File: src/rtl/tc_pkg.sv
`timescale 1ns/1ps
// tc_pkg: shared field positions and the decoded mode record for the timer channel.
// Assumes the counter-control field is 4 bits wide with the layout given below.
package tc_pkg;
    // counter-control field bit positions
    localparam int CTL_STOP = 0;
    localparam int CTL_IVL  = 1;
    localparam int CTL_DOWN = 2;
    localparam int CTL_MEN  = 3;
    localparam int CTL_W    = 4;

    // clock-control field: bit 0 enables prescaling, the exponent sits above it
    localparam int CLK_PS_EN = 0;

    // flag vector: bit 0 interval wrap, then one bit per match, then overflow
    localparam int FLG_IVL = 0;

    typedef struct packed {
        logic stop;
        logic ivl;
        logic down;
        logic men;
    } tc_mode_t;

    // Split the raw counter-control field into named mode bits.
    function automatic tc_mode_t decode_mode(input logic [CTL_W-1:0] raw);
        tc_mode_t m;
        m.stop = raw[CTL_STOP];
        m.ivl  = raw[CTL_IVL];
        m.down = raw[CTL_DOWN];
        m.men  = raw[CTL_MEN];
        return m;
    endfunction
endpackage

File: src/rtl/tc_prescaler.sv
`timescale 1ns/1ps
// tc_prescaler: produces the advance strobe for the channel.
// With prescaling off the strobe follows 'run' on every clock. With it on, the
// strobe fires once every 2^(sel+1) running clocks. Leaving 'run' low restarts
// the division. The terminal test uses >= so that a smaller exponent written
// mid-period takes effect on the next clock instead of waiting for a wrap.
module tc_prescaler #(
    parameter int SEL_W = 4
) (
    input  logic             clk,
    input  logic             rst_n,
    input  logic             run,
    input  logic             ps_en,
    input  logic [SEL_W-1:0] ps_sel,
    output logic             tick
);
    localparam int DIV_W = 2 ** SEL_W;

    logic [DIV_W-1:0] div_q;
    logic [DIV_W:0]   span;
    logic [DIV_W-1:0] last;

    // Terminal divider value: 2^(sel+1)-1 when enabled, zero when bypassed.
    always_comb begin
        span = (DIV_W+1)'(1) << ({1'b0, ps_sel} + (SEL_W+1)'(1));
        last = ps_en ? DIV_W'(span - (DIV_W+1)'(1)) : '0;
    end

    assign tick = run & (div_q >= last);

    // Divider state: restart when idle or on the strobe, otherwise advance.
    always_ff @(posedge clk) begin
        if (!rst_n || !run) begin
            div_q <= '0;
        end else if (tick) begin
            div_q <= '0;
        end else begin
            div_q <= div_q + DIV_W'(1);
        end
    end
endmodule

File: src/rtl/tc_count_core.sv
`timescale 1ns/1ps
// tc_count_core: the count register and its next-value logic.
// Counting up, a count at or above 'top' returns to zero. Counting down, zero
// loads 'top'. 'wrap' reports the end crossing for the step being decided now.
// Assumes 'step' is already low while cleared or stopped.
module tc_count_core #(
    parameter int W = 16
) (
    input  logic         clk,
    input  logic         rst_n,
    input  logic         clear,
    input  logic         step,
    input  logic         down,
    input  logic [W-1:0] top,
    output logic [W-1:0] count,
    output logic [W-1:0] next_count,
    output logic         wrap
);
    logic [W-1:0] cnt_q;

    // Next value and end-crossing detection for the current direction.
    always_comb begin
        wrap       = 1'b0;
        next_count = cnt_q;
        if (down) begin
            if (cnt_q == '0) begin
                next_count = top;
                wrap       = 1'b1;
            end else begin
                next_count = cnt_q - W'(1);
            end
        end else begin
            if (cnt_q >= top) begin
                next_count = '0;
                wrap       = 1'b1;
            end else begin
                next_count = cnt_q + W'(1);
            end
        end
    end

    // Count register: zeroed by reset or clear, advanced only on the strobe.
    always_ff @(posedge clk) begin
        if (!rst_n || clear) begin
            cnt_q <= '0;
        end else if (step) begin
            cnt_q <= next_count;
        end
    end

    assign count = cnt_q;
endmodule

File: src/rtl/tc_match_bank.sv
`timescale 1ns/1ps
// tc_match_bank: NM parallel comparators against the value the count is about to take.
// A comparator hits only when matching is enabled and its value lies inside the
// active span. Hits are combinational; the caller registers them with the count.
module tc_match_bank #(
    parameter int W  = 16,
    parameter int NM = 3
) (
    input  logic            men,
    input  logic [W-1:0]    top,
    input  logic [W-1:0]    next_count,
    input  logic [NM*W-1:0] match_vals,
    output logic [NM-1:0]   hits
);
    for (genvar k = 0; k < NM; k++) begin : g_cmp
        logic [W-1:0] mv;
        // One comparator: equal to the next count and not beyond the span top.
        always_comb begin
            mv      = match_vals[k*W +: W];
            hits[k] = men && (mv <= top) && (mv == next_count);
        end
    end
endmodule

File: src/rtl/tc_triple_match_timer.sv
`timescale 1ns/1ps
// tc_triple_match_timer: one timer channel with a prescaler, a selectable span,
// a selectable direction and NM match comparators. Flags are one-cycle pulses
// registered together with the count, so each pulse is seen alongside the count
// value that caused it. Reset is synchronous and active low.
module tc_triple_match_timer
    import tc_pkg::*;
#(
    parameter int W     = 16,
    parameter int NM    = 3,
    parameter int SEL_W = 4
) (
    input  logic              clk,
    input  logic              rst_n,
    input  logic [SEL_W:0]    clk_cfg,
    input  logic [CTL_W-1:0]  cnt_cfg,
    input  logic              clear,
    input  logic [W-1:0]      interval,
    input  logic [NM*W-1:0]   match_vals,
    output logic [W-1:0]      count,
    output logic [NM+1:0]     flags,
    output logic              tick
);
    localparam int FW      = NM + 2;
    localparam int FLG_OVF = NM + 1;

    tc_mode_t      mode;
    logic          run;
    logic          step;
    logic [W-1:0]  top_val;
    logic [W-1:0]  next_count;
    logic          wrap;
    logic [NM-1:0] hits;
    logic [FW-1:0] flags_q;
    logic [FW-1:0] flags_d;

    assign mode = decode_mode(cnt_cfg);
    assign run  = rst_n & ~mode.stop & ~clear;

    // Active span top: the programmed interval, or every bit set for full range.
    always_comb begin
        top_val = mode.ivl ? interval : {W{1'b1}};
    end

    tc_prescaler #(.SEL_W(SEL_W)) u_ps (
        .clk    (clk),
        .rst_n  (rst_n),
        .run    (run),
        .ps_en  (clk_cfg[CLK_PS_EN]),
        .ps_sel (clk_cfg[SEL_W:1]),
        .tick   (step)
    );

    tc_count_core #(.W(W)) u_core (
        .clk        (clk),
        .rst_n      (rst_n),
        .clear      (clear),
        .step       (step),
        .down       (mode.down),
        .top        (top_val),
        .count      (count),
        .next_count (next_count),
        .wrap       (wrap)
    );

    tc_match_bank #(.W(W), .NM(NM)) u_match (
        .men        (mode.men),
        .top        (top_val),
        .next_count (next_count),
        .match_vals (match_vals),
        .hits       (hits)
    );

    // Flag vector for this step: wrap routed by span mode, matches in the middle.
    always_comb begin
        flags_d          = '0;
        flags_d[FLG_IVL] = wrap & mode.ivl;
        flags_d[FLG_OVF] = wrap & ~mode.ivl;
        flags_d[NM:1]    = hits;
    end

    // Flag register: pulses last one cycle and appear only after a strobe.
    always_ff @(posedge clk) begin
        if (!rst_n || clear) begin
            flags_q <= '0;
        end else if (step) begin
            flags_q <= flags_d;
        end else begin
            flags_q <= '0;
        end
    end

    assign flags = flags_q;
    assign tick  = step;
endmodule

File: config.mk
export PLATFORM = sky130hd
export DESIGN_NAME = tc_triple_match_timer
export DESIGN_NICKNAME = d
export VERILOG_FILES = /design/src/rtl/tc_pkg.sv /design/src/rtl/tc_prescaler.sv /design/src/rtl/tc_count_core.sv /design/src/rtl/tc_match_bank.sv /design/src/rtl/tc_triple_match_timer.sv
export SDC_FILE = /design/constraint.sdc
export NUM_CORES = 1
export LEC_CHECK = 0
export BUFFER_PORTS_ARGS = -buffer_cell sky130_fd_sc_hd__buf_4
export CORE_UTILIZATION = 40
export DETAILED_ROUTE_END_ITERATION = 8
export PLACE_DENSITY = 0.65
export SLEW_MARGIN = 0
export SYNTH_ARGS = -nofsm -noshare
export SYNTH_HDL_FRONTEND = slang
export SYNTH_SLANG_ARGS = --single-unit
File: constraint.sdc
create_clock -name clk -period 10.2 [get_ports clk]
set_input_delay 1.02 -clock clk [delete_from_list [all_inputs] [get_ports clk]]
set_output_delay 1.02 -clock clk [all_outputs]
set_load 0.005 [all_outputs]
Word-level counts from Yosys, hierarchy flattened
Cells that the tools add are included.
{ "op_classes": {"n_eq_ne": 3, "shift": 1, "order_cmp": 5, "reduce_logical": 13, "muxes": 8, "addsub": 5, "n_bitwise": 9} }
{ "op_table": {"columns": ["cell", "n"], "rows": [
  ["$mux 16", 5],
  ["$eq 16x16->1", 3],
  ["$le 16x16->1", 3],
  ["$add 16x1->16 const B", 2],
  ["$ge 16x16->1", 2],
  ["$sub 16x1->16 const B", 2],
  ["$logic_not 16->1", 1],
  ["$shl 1x5->16 const A", 1],
  ["$logic_and 1x1->1", 6],
  ["$add 4x1->5 const B", 1],
  ["$and 1x1->1", 5],
  ["$not 1->1", 4],
  ["$reduce_or 2->1", 2],
  ["$mux 1", 3],
  ["$logic_not 1->1", 2],
  ["$logic_or 1x1->1", 2]
]} }
{ "totals": {"wordCells": 47, "inputBits": 76, "regBits": 37} }

Depth between registers and ports, before layout
{ "logic_depth": {"word_depth": 8, "ltp_mapped": 17} }

By module
From an unflattened synthesis, not the netlist that was laid out.
{ "unflattened": {"hier_cells": 713, "area_unflattened_um2": 5512.8} }
{ "modules_own_cells": {"columns": ["module", "seq_area_each_um2", "area_per_inst_um2", "instances", "cells_per_inst"], "rows": [
  ["tc_count_core", 320.3, 2234.6, 1, 306],
  ["tc_match_bank", 0.0, 1640.3, 1, 208],
  ["tc_prescaler", 320.3, 1372.6, 1, 170],
  ["tc_triple_match_timer", 100.1, 265.3, 1, 29]
]} }

Worst setup path after synthesis
Ideal clock, no wire load.
{ "synth_path": {"path_type": "input -> output", "startpoint": "input port clk_cfg[1]", "endpoint": "output port tick", "path_stages": 14, "t_required_ns": 9.180, "slack_ns": 4.986, "arrival_ns": 4.194, "path_buffers": 2, "path_cell_list": "clkbuf_1 or4_1 ha_1 nor2b_1 a32oi_1 o22ai_1 nand2_1 ha_1 nand3_1 nor2_1 a211oi_1 o41ai_1 nor3b_1 clkbuf_1"} }
{ "synth_via": {"elab_chain_len": 6} }
{ "synth_rtl": {"columns": ["item", "line_no", "source"], "rows": [
  ["start, declared", "tc_triple_match_timer.sv:15", "input logic [SEL_W:0] clk_cfg,"],
  ["$add 4x1->5", "tc_prescaler.sv:25", "span = (DIV_W+1)'(1) << ({1'b0, ps_sel} + (SEL_W+1)'(1));"],
  ["$shl 1x5->16", "tc_prescaler.sv:25", null],
  ["$sub 16x1->16", "tc_prescaler.sv:26", "last = ps_en ? DIV_W'(span - (DIV_W+1)'(1)) : '0;"],
  ["$mux 16", "tc_prescaler.sv:26", null],
  ["$ge 16x16->1", "tc_prescaler.sv:29", "assign tick = run & (div_q >= last);"],
  ["$and 1x1->1", "tc_prescaler.sv:29", null],
  ["end, declared", "tc_triple_match_timer.sv:22", "output logic tick"]
]} }
Every way passes these cells.

Worst setup path in the final report
Same ends and word-level chain as after synthesis.

==> reports/results.tsv <==
metric	value	unit
status	completed	
drv_cap	0	
yosys_most_used_dff	dfxtp_1	
die_h	116	um
antenna_cells	0	
port_buffers	97	
post-cts-setup-buffer-count	0	
dp_hpwl	13500	um
timing.hold.ws	464	ps
initialDrtViolationCount	539	
cp-start-kind	primary input	
rsz0062_at_grt	false	
ys_ff_latch	37	
powerDensity	77.9	nW/um2
wirelength	16900	um
clkPwrFrac	39.6	%
critPathArrivalTime	4390	ps
avgSynthCellArea	7.91	um2
numCtsBuffers	5	
synth_seq_area_share	14.3	%
h-tree-depth	2	
slowest_stage	or4_1	
dieWidth	116	um
fin_crit_sh	53.0	%
cts.clk_slew.worst_paths	60	ps
place_inst	891	
layoutNonFillerInstCount	899	
p_leak	2.67	nW
slew_headroom	34.5	%
synth_area	5180	um2
tns	0	ps
dr.pass1.iters	5	
clock_path_buffers	2	
netSwitchingFraction	30.9	%
cts_sinks	37	
grt_max_degree	35	
antenna_found_initial	0	
power_switching	0.000148	W
cts-resized-gates	0	
p_int	0.000331	W
cts_root_buf	clkbuf_16	
hp-class	flop to flop	
cts_hold_buffers	0	
end_kind	output pin	
row_count	41	
cts_tree	built	
hold_viol	0	
area_delta_synth_final	18.4	%
cp.required	9180	ps
ios	98	
slowest_delay	530	ps
p_seq_share	30.4	%
fin_skew	7.81	ps
start_util	41.1	%
clkLatencyLatePin	290	ps
num_vias	5328	
grt_pass1_vias	5212	
dieArea	13400	um2
max_freq	185	MHz
finalSetupViolCount	0	
synth_edf_count	0	
comb_power_share	30.0	%
wl_per_cell	18.7	um
worst-path-max-fanout	34	
power	0.000478	W
grt_pass1_wl	26500	um
fin_nets	887	
yosysUniqueCellTypes	74	
setup.worst_path.class	primary input to output pin	
synth_nets	816	
fin_util	48.7	%
core	12600	um2
drt-vias-per-instance	5.93	
grtUsageTotal	25.7	%
gp_congestion	0.932	
overflow	0	
ant_nets	0	
worstPathCellList	buf_4 -> or4_1 -> ha_1 -> nor2b_1 -> a32oi_1 -> o22ai_1 -> nand2_1 -> ha_1 -> nand3_1 -> nor2_1 -> a211oi_1 -> o41ai_1 -> nor3b_2 -> buf_4 -> buf_4	
tightest_slew	983	ps
drc	0	
layout-drive-gt1-share	18.0	%
irDropWorstVdd	0.0516	mV
finalWorstPathRequiredPeriod	5410	ps
syn_inst	655	
yosysWarnings	0	
crit_top_cell	buf_4	
final_max_slew_viol_count	0	
async_flop_share	0	%
[layout make-up]
type,instances,area (um2)
fillers,1278,6480
multi-input cells,571,4220
flip-flops and latches,37,741
repair buffers,98,736
well taps,172,215
clock buffers,6,139
inverters,13,48.8
clock inverters,2,37.5
[per-layer routing]
layer | part of all wire, % | GRT usage, %
met4 | 4.1 | 12.7
met2 | 49 | 44.1
met3 | 4.7 | 2.67
met1 | 42 | 31.9
met5 | 0 | 0
[cells in the mapped netlist (4+ instances only)]
master,number,area [um2]
o31ai_1,4,30.0
o22ai_1,4,25.0
o211ai_1,11,82.6
o21ai_0,23,115
xnor2_1,40,350
and2_1,4,25.0
mux2i_1,6,60.1
a211oi_1,15,113
nand2b_1,7,43.8
clkbuf_1,22,82.6
or4_1,7,52.6
or3_1,8,50.1
nand3_1,33,165
a32oi_1,5,43.8
buf_6,5,56.3
nand4_1,29,181
nor2_1,71,267
nand2_1,46,173
a311oi_1,4,35.0
ha_1,85,1060
xor2_1,34,298
buf_2,6,30.0
and3_1,11,68.8
nor2b_1,6,37.5
a21oi_1,31,155
nor3_1,12,60.1
and4_1,6,52.6
dfxtp_1,37,741
inv_1,13,48.8
a21o_1,11,82.6
[flip-flops by register name (all words and copies together) (netlist names)]
register and cells:
u_ps.div_q 16, u_core.count 16, flags 5
[final timing paths]
path,start,end,slack [ps],cells after the start
hold reg to reg,u_ps.div_q[0],u_ps.div_q[0],460,1
setup reg to reg,u_core.count[0],flags[2],6440,10
setup / recovery,clk_cfg[1],tick,4790,15
hold / removal,u_ps.div_q[0],u_ps.div_q[0],460,1
[logic make-up after synthesis]
group                    Yosys count  share of synthesized area (%)
AO/OA/AOI/OAI                    142                           19.9
XOR/XNOR                          74                           12.5
adder cells (fa/ha/maj)           85                           20.5
buffers and inverters             47                           4.34
flip-flops                        37                           14.3
multiplexers                       7                           1.38
other                              1                         0.0723
AND/OR/NAND/NOR                  262                           27.0
[layout by cell type, fill, tap and decap left out, drive strengths merged, types with 5 or more instances in the layout]
master,synthesis,layout
xor2,34,34
a21o,11,11
or3,8,8
xnor2,40,40
nand2,47,47
nor4,5,5
clkbuf,22,6
and2,5,5
and4,7,7
nor2,72,72
mux2i,6,6
and3,12,12
nand3,33,33
inv,13,13
o21ai,23,23
nand4,29,29
a21oi,31,31
nand2b,7,7
dfxtp,37,37
o211ai,11,11
a211oi,17,17
buf,12,98
nor3,12,12
or4,8,8
nor2b,6,6
ha,85,85
a32oi,7,7
[power groups by stage]
stage	clock network [W]	registers [W]	logic [W]
2_1_floorplan	0	0.000148	0.0000851
6_report	0.000189	0.000145	0.000144
4_1_cts	0.000191	0.000145	0.000142
5_1_grt	0.000197	0.000145	0.000158
3_3_place_gp	0	0.000149	0.000137
3_5_place_dp	0	0.000149	0.000141
[metrics by stage]
stage               setup WS, ps  instance area (um2)
detailed placement          4830                 5960
global route                4550                 6140
finish                      4790                 6140
global placement            4940                 5960
CTS                         4830                 6140
floorplan                   4990                 5180
[critical path: cells and delay by family]
family	cells	cell delay (ps)
and+or+nand+nor	6	1280
AOI/OAI and AO/OA	4	770
buffers and inverters	3	730
adders and majority gates	2	570
(Power assumes the default switching activity.)
